===== src/rtl/prescalePkg.sv =====
package prescalePkg;

  localparam int NumClass = 7;
  localparam int ClsW     = $clog2(NumClass);

  typedef logic [ClsW-1:0] clsIdx_t;

  // control to datapath strobes
  typedef struct packed {
    logic    frameEdge;  // sampled rising edge of frame sync
    logic    loadRatio;  // adopt the class carried in newClass
    logic    runDiv;     // enables may be issued
    clsIdx_t newClass;
  } ctrlStrobe_t;

  // nominal master-clock cycles per 8 kHz frame, per class
  function automatic int nominalOf(int idx);
    case (idx)
      0:       return 32;
      1:       return 64;
      2:       return 192;
      3:       return 193;
      4:       return 256;
      5:       return 320;
      6:       return 512;
      default: return 0;
    endcase
  endfunction

  function automatic int ratioOf(int idx);
    case (idx)
      0:       return 1;
      1:       return 2;
      2:       return 6;
      3:       return 6;
      4:       return 8;
      5:       return 10;
      6:       return 16;
      default: return 0;
    endcase
  endfunction

  // only the 193-cycle class needs one stretched interval per frame
  function automatic logic stretchOf(int idx);
    return (idx == 3);
  endfunction

  // the 192 and 193 classes sit one apart, so each gives up the shared side
  function automatic int lowerOf(int idx, int tol);
    return (idx == 3) ? nominalOf(idx) : nominalOf(idx) - tol;
  endfunction

  function automatic int upperOf(int idx, int tol);
    return (idx == 2) ? nominalOf(idx) : nominalOf(idx) + tol;
  endfunction

endpackage


===== src/rtl/autoPrescalerCtrl.sv =====
module autoPrescalerCtrl
  import prescalePkg::*;
#(
  parameter int CNT_W = 10,
  parameter int TOL   = 1
) (
  input  logic             clk,
  input  logic             rstN,
  input  logic             frameSync,
  input  logic [CNT_W-1:0] periodCount,
  output ctrlStrobe_t      strobe,
  output logic             locked
);

  localparam logic [CNT_W-1:0] CntMax = {CNT_W{1'b1}};

  logic    fsQ, armedQ, prevValidQ, lockedQ;
  clsIdx_t prevClsQ;

  logic                fsRise, measure, timeout;
  logic [NumClass-1:0] laneHit;
  clsIdx_t             clsNow;
  logic                clsValid, sameAsPrev;

  assign fsRise  = frameSync & ~fsQ;
  assign measure = fsRise & armedQ;
  assign timeout = armedQ & ~fsRise & (periodCount == CntMax);

  // one window comparator per supported rate
  for (genvar i = 0; i < NumClass; i++) begin : gLane
    localparam int Lo = lowerOf(i, TOL);
    localparam int Hi = upperOf(i, TOL);
    assign laneHit[i] = (periodCount >= CNT_W'(Lo)) && (periodCount <= CNT_W'(Hi));
  end

  // windows are disjoint, so at most one lane hits
  always_comb begin
    clsNow = '0;
    for (int i = 0; i < NumClass; i++) begin
      if (laneHit[i]) clsNow = clsIdx_t'(i);
    end
  end

  assign clsValid   = |laneHit;
  assign sameAsPrev = prevValidQ && (prevClsQ == clsNow);

  always_ff @(posedge clk or negedge rstN) begin
    if (!rstN) begin
      fsQ        <= 1'b0;
      armedQ     <= 1'b0;
      prevValidQ <= 1'b0;
      prevClsQ   <= '0;
      lockedQ    <= 1'b0;
    end else begin
      fsQ <= frameSync;
      if (fsRise) armedQ <= 1'b1;
      if (measure) begin
        if (!clsValid) begin
          prevValidQ <= 1'b0;
          lockedQ    <= 1'b0;
        end else if (sameAsPrev) begin
          lockedQ <= 1'b1;
        end else begin
          lockedQ    <= 1'b0;
          prevValidQ <= 1'b1;
          prevClsQ   <= clsNow;
        end
      end else if (timeout) begin
        lockedQ <= 1'b0;
      end
    end
  end

  always_comb begin
    strobe.frameEdge = fsRise;
    strobe.loadRatio = measure & clsValid & sameAsPrev;
    strobe.runDiv    = lockedQ;
    strobe.newClass  = clsNow;
  end

  assign locked = lockedQ;

endmodule


===== src/rtl/autoPrescalerPath.sv =====
module autoPrescalerPath
  import prescalePkg::*;
#(
  parameter int CNT_W = 10,
  parameter int DIV_W = 5
) (
  input  logic             clk,
  input  logic             rstN,
  input  ctrlStrobe_t      strobe,
  output logic [CNT_W-1:0] periodCount,
  output logic [DIV_W-1:0] divRatio,
  output logic             fracMode,
  output logic             seqEn
);

  localparam logic [CNT_W-1:0] CntMax = {CNT_W{1'b1}};

  logic [CNT_W-1:0] periodQ;
  logic [DIV_W-1:0] ratioQ, divCntQ;
  logic             fracQ, stretchQ;

  logic [DIV_W-1:0] loadRatioVal, lastVal;
  logic             loadFrac, nextFrac, terminal;

  always_comb begin
    loadRatioVal = DIV_W'(ratioOf(int'(strobe.newClass)));
    loadFrac     = stretchOf(int'(strobe.newClass));
    nextFrac     = strobe.loadRatio ? loadFrac : fracQ;
    lastVal      = ratioQ + DIV_W'(stretchQ) - DIV_W'(1);
    terminal     = (divCntQ == lastVal);
  end

  // cycles since the last frame edge, saturating
  always_ff @(posedge clk or negedge rstN) begin
    if (!rstN)                  periodQ <= '0;
    else if (strobe.frameEdge)  periodQ <= CNT_W'(1);
    else if (periodQ != CntMax) periodQ <= periodQ + CNT_W'(1);
  end

  always_ff @(posedge clk or negedge rstN) begin
    if (!rstN) begin
      ratioQ <= '0;
      fracQ  <= 1'b0;
    end else if (strobe.loadRatio) begin
      ratioQ <= loadRatioVal;
      fracQ  <= loadFrac;
    end
  end

  // divider, realigned on every frame edge; first interval may be stretched
  always_ff @(posedge clk or negedge rstN) begin
    if (!rstN) begin
      divCntQ  <= '0;
      stretchQ <= 1'b0;
    end else if (strobe.frameEdge) begin
      divCntQ  <= '0;
      stretchQ <= nextFrac;
    end else if (terminal) begin
      divCntQ  <= '0;
      stretchQ <= 1'b0;
    end else begin
      divCntQ  <= divCntQ + DIV_W'(1);
    end
  end

  assign periodCount = periodQ;
  assign divRatio    = ratioQ;
  assign fracMode    = fracQ;
  assign seqEn       = strobe.runDiv & terminal;

endmodule


===== src/rtl/autoPrescaler.sv =====
module autoPrescaler
  import prescalePkg::*;
#(
  parameter int CNT_W = 10,
  parameter int DIV_W = 5,
  parameter int TOL   = 1
) (
  input  logic             clk,
  input  logic             rstN,
  input  logic             frameSync,
  output logic             seqEn,
  output logic [DIV_W-1:0] divRatio,
  output logic             fracMode,
  output logic             locked
);

  ctrlStrobe_t      strobe;
  logic [CNT_W-1:0] periodCount;

  autoPrescalerCtrl #(.CNT_W(CNT_W), .TOL(TOL)) u_ctrl (
    .clk         (clk),
    .rstN        (rstN),
    .frameSync   (frameSync),
    .periodCount (periodCount),
    .strobe      (strobe),
    .locked      (locked)
  );

  autoPrescalerPath #(.CNT_W(CNT_W), .DIV_W(DIV_W)) u_path (
    .clk         (clk),
    .rstN        (rstN),
    .strobe      (strobe),
    .periodCount (periodCount),
    .divRatio    (divRatio),
    .fracMode    (fracMode),
    .seqEn       (seqEn)
  );

endmodule


===== config.mk =====
export PLATFORM = sky130hd
export DESIGN_NAME = autoPrescaler
export DESIGN_NICKNAME = d
export VERILOG_FILES = /design/src/rtl/prescalePkg.sv /design/src/rtl/autoPrescalerCtrl.sv /design/src/rtl/autoPrescalerPath.sv /design/src/rtl/autoPrescaler.sv
export SDC_FILE = /design/constraint.sdc
export NUM_CORES = 1
export LEC_CHECK = 0
export BUFFER_PORTS_ARGS = -buffer_cell sky130_fd_sc_hd__buf_2
export CAP_MARGIN = 20
export CORE_MARGIN = 5
export CORE_UTILIZATION = 50
export CTS_BUF_LIST = sky130_fd_sc_hd__clkbuf_4 sky130_fd_sc_hd__clkbuf_8 sky130_fd_sc_hd__clkbuf_16
export CTS_CLUSTER_SIZE = 25
export DETAILED_ROUTE_END_ITERATION = 8
export HOLD_SLACK_MARGIN = 0.03
export PLACE_DENSITY_LB_ADDON = 0.2
export SYNTH_ARGS = -nofsm -noshare
export SYNTH_HDL_FRONTEND = slang
export SYNTH_SLANG_ARGS = --single-unit

===== constraint.sdc =====
create_clock -name clk -period 3.3 [get_ports clk]
set_input_delay 0.33 -clock clk [delete_from_list [all_inputs] [get_ports clk]]
set_output_delay 0.33 -clock clk [all_outputs]
set_load 0.1 [all_outputs]

==> impl_metrics.yaml <==
routing:
  drt_wl_total_mm: 3.70
  drt_iter0_drc: 49
  dr_wl_met2_mm: 1.73
  drt-pass1-iter-count: 4
  final_antenna_net_count: 0
  post_drt_wl_per_cell_um: 14.8
  topRoutingLayerUsed: "met4"
  vias: 1382
  drc: 0
  wirelength_met1_mm: 1.74
  detailroute.wirelength.met3_um: 143
  vias_per_cell: 5.53
die:
  core.rowCount: 22
  dieHeight_um: 71.2
  coreArea_um2: 3630
  io_pins: 11
  initial_core_util_pct: 51.6
  die_area_um2: 5070
  die_w_um: 71.2
clocking:
  clk_latency_ps: 280
  clockBufferDepth: 2
  clockRootBuffer: "clkbuf_8"
  cts_resized: 0
  cts_tree: "built"
  cts.sinks: 29
  cts-hold-fix-buffers: 0
  clk_pin_slew_ps: 60
  numCtsBuffers: 5
  htreeDepth: 2
  cts_setup_buffers: 0
layout:
  fillCellCount: 351
  areaGrowthSynthToFinish_pct: 8.74
  regArea_um2: 726
  drive_above_1_share_pct: 18.8
  post-route-util_pct: 56.1
  multi_input_area_um2: 1070
  fin_nets: 211
  num_antenna_cells: 0
worst_setup_path:
  worstReg2RegStart: "u_path.periodCount[1]"
  crit_path_start: "u_path.periodCount[1]"
  startpoint_type: "flop"
  worstSetupPathType: "flop to flop"
  rr_worst_depth: 9
  worstPathRequired_ps: 3470
  critPathMaxFanout: 8
  arrival_ps: 2890
  cp-end-kind: "flop"
global_route:
  grt_max_degree: 30
  antenna_found_initial: 0
  overflow: 0
  first_global_vias: 1368
  grt_pass1_wl_mm: 6.45
  grt_use_total_pct: 16.2
synth:
  yosys.area.top_type_share_pct: 38.7
  ys_seq_area_share_pct: 38.7
  syn_nets: 201
  synth_cell_types: 53
  post-synth-top-area-cell: "dfrtp_1"
  synth_edf_count: 0
  synth_area_um2: 1870
  synth-main-ff-cell: "dfrtp_1"
  netlist_top_cells_area: "dfrtp_1 39%, ha_1 4.7%, nor2_1 3.4%"
  yosys_register_bits: 29
  yosysMostFrequentCell: "dfrtp_1"
  yosysWarnings: 0
  synthArstFlopShare_pct: 100
  synthCells: 191
  avgSynthCellArea_um2: 9.81
  ys_top_cells_by_count: "29 x dfrtp_1, 17 x nor2_1, 15 x nand2_1, 10 x inv_1"
sta:
  period_share_pct: 82.7
  fin_skew_ps: 1.50
  finalWorstPathRequiredPeriod_ps: 2730
  grt_setup_unrepaired: "no"
  slew_violations: 0
  tightest_slew_ps: 635
  setup_viol: 0
  finalHoldViolCount: 0
  max_freq_mhz: 367
  worst_slew_margin_rel_pct: 57.7
  fin_setup_tns_ps: 0
placement:
  dp_hpwl_mm: 2.81
  place_congestion: 0.873
  portBuffers: 10
min_path:
  min_path_type: "input pin to asynchronous set/reset pin"
pwr:
  clkPwrFrac_pct: 29.2
  power_density_nw_per_um2: 475
  leakage_nw: 1.03
  comb_power_share_pct: 22.2
  ir_drop_mv: 0.278
  switchingPower_w: 0.000317
  p_int_w: 0.000651
  switching_share_pct: 32.7
  seq_power_share_pct: 48.5
run_status:
  outcome: "completed"
flow_run:
  drv_cap: 0
through the flow:
| step | setup slack (ps) | total power (W) | instance area (um2) | hold WS [ps] | instances |
|---|---|---|---|---|---|
| 3_5_place_dp | 631 | 0.000688 | 1950 | 390 | 242 |
| 6_report | 572 | 0.000967 | 2040 | 68.2 | 250 |
| 2_1_floorplan | 226 | 0.000652 | 1890 | 34.4 | 191 |
| 5_1_grt | 386 | 0.00103 | 2040 | 128 | 250 |
| 4_1_cts | 622 | 0.000976 | 2040 | 84.4 | 250 |
| 3_3_place_gp | 697 | 0.000677 | 1950 | 383 | 242 |
routing by layer:
layer	up-vias	GRT usage, %
met5	-	0
met4	0	7.93
met2	20	24.8
met3	10	4.77
li1	695	-
met1	657	20.8
worst max-delay path: stages (launching register included):
cell and delay [ps]:
dfrtp_1 460, inv_1 100, ha_1 220, nor4b_2 280, nor2_1 90, and4_4 200, or2_2 320, xnor2_2 240
and3_1 380, mux2_4 330
sequential cells by signal, summed over array words and instances (netlist names):
register            cells
u_path.fracMode         1
u_path.periodCount     10
u_ctrl.prevClsQ         3
u_ctrl.armedQ           1
u_ctrl.prevValidQ       1
u_ctrl.fsQ              1
u_path.stretchQ         1
u_ctrl.locked           1
u_path.divRatio         5
u_path.divCntQ          5
area by class of cell:
| type | instances | area share (%) |
|---|---|---|
| Clock buffer | 6 | 3.74 |
| Clock inverter | 2 | 0.491 |
| Inverter | 10 | 1.84 |
| Multi-Input combinational cell | 144 | 52.5 |
| Sequential cell | 29 | 35.6 |
| Tap cell | 48 | 2.95 |
| Timing Repair Buffer | 11 | 2.82 |
final timing paths:
kind	to	slack [ps]
min in group clk	u_ctrl.fsQ	180
max in group asynchronous	u_path.stretchQ	2820
min reg2reg	u_ctrl.prevValidQ	480
max reg2reg	u_path.divRatio[0]	570
min	u_path.periodCount[4]	70
max	u_path.divRatio[0]	570
layout by cell type, fill, tap and decap left out, types with 6 or more instances in the layout:
cell type / instances
and3_1: 8
o21ai_0: 7
nor2_1: 17
xor2_1: 7
xnor2_1: 6
ha_1: 7
nand3_1: 8
nand2_1: 15
inv_1: 10
dfrtp_1: 29
buf_2: 10
nand2b_1: 6
kinds of logic (layout without fill, tap and decap cells):
logic type                 after synthesis  count (layout)  share of synthesized area, %
AOI/OAI and AO/OA                       38              38                          16.1
buffers and inverters                   18              29                          4.74
xor gates and xnor gates                14              14                          6.94
and+or+nand+nor                         81              81                          25.6
adders and majority gates                7               7                          4.67
DFF                                     29              29                          38.7
muxes                                    4               4                          3.20
power groups by stage:
stage,logic [W],registers [W],clock network [W]
after floorplan,0.000208,0.000444,0
after global placement,0.000206,0.000471,0
after detailed placement,0.000214,0.000474,0
after CTS,0.000216,0.000468,0.000291
after global routing,0.000244,0.000478,0.000312
final,0.000215,0.000469,0.000283
Note: power is estimated with default switching activity, not from simulation.
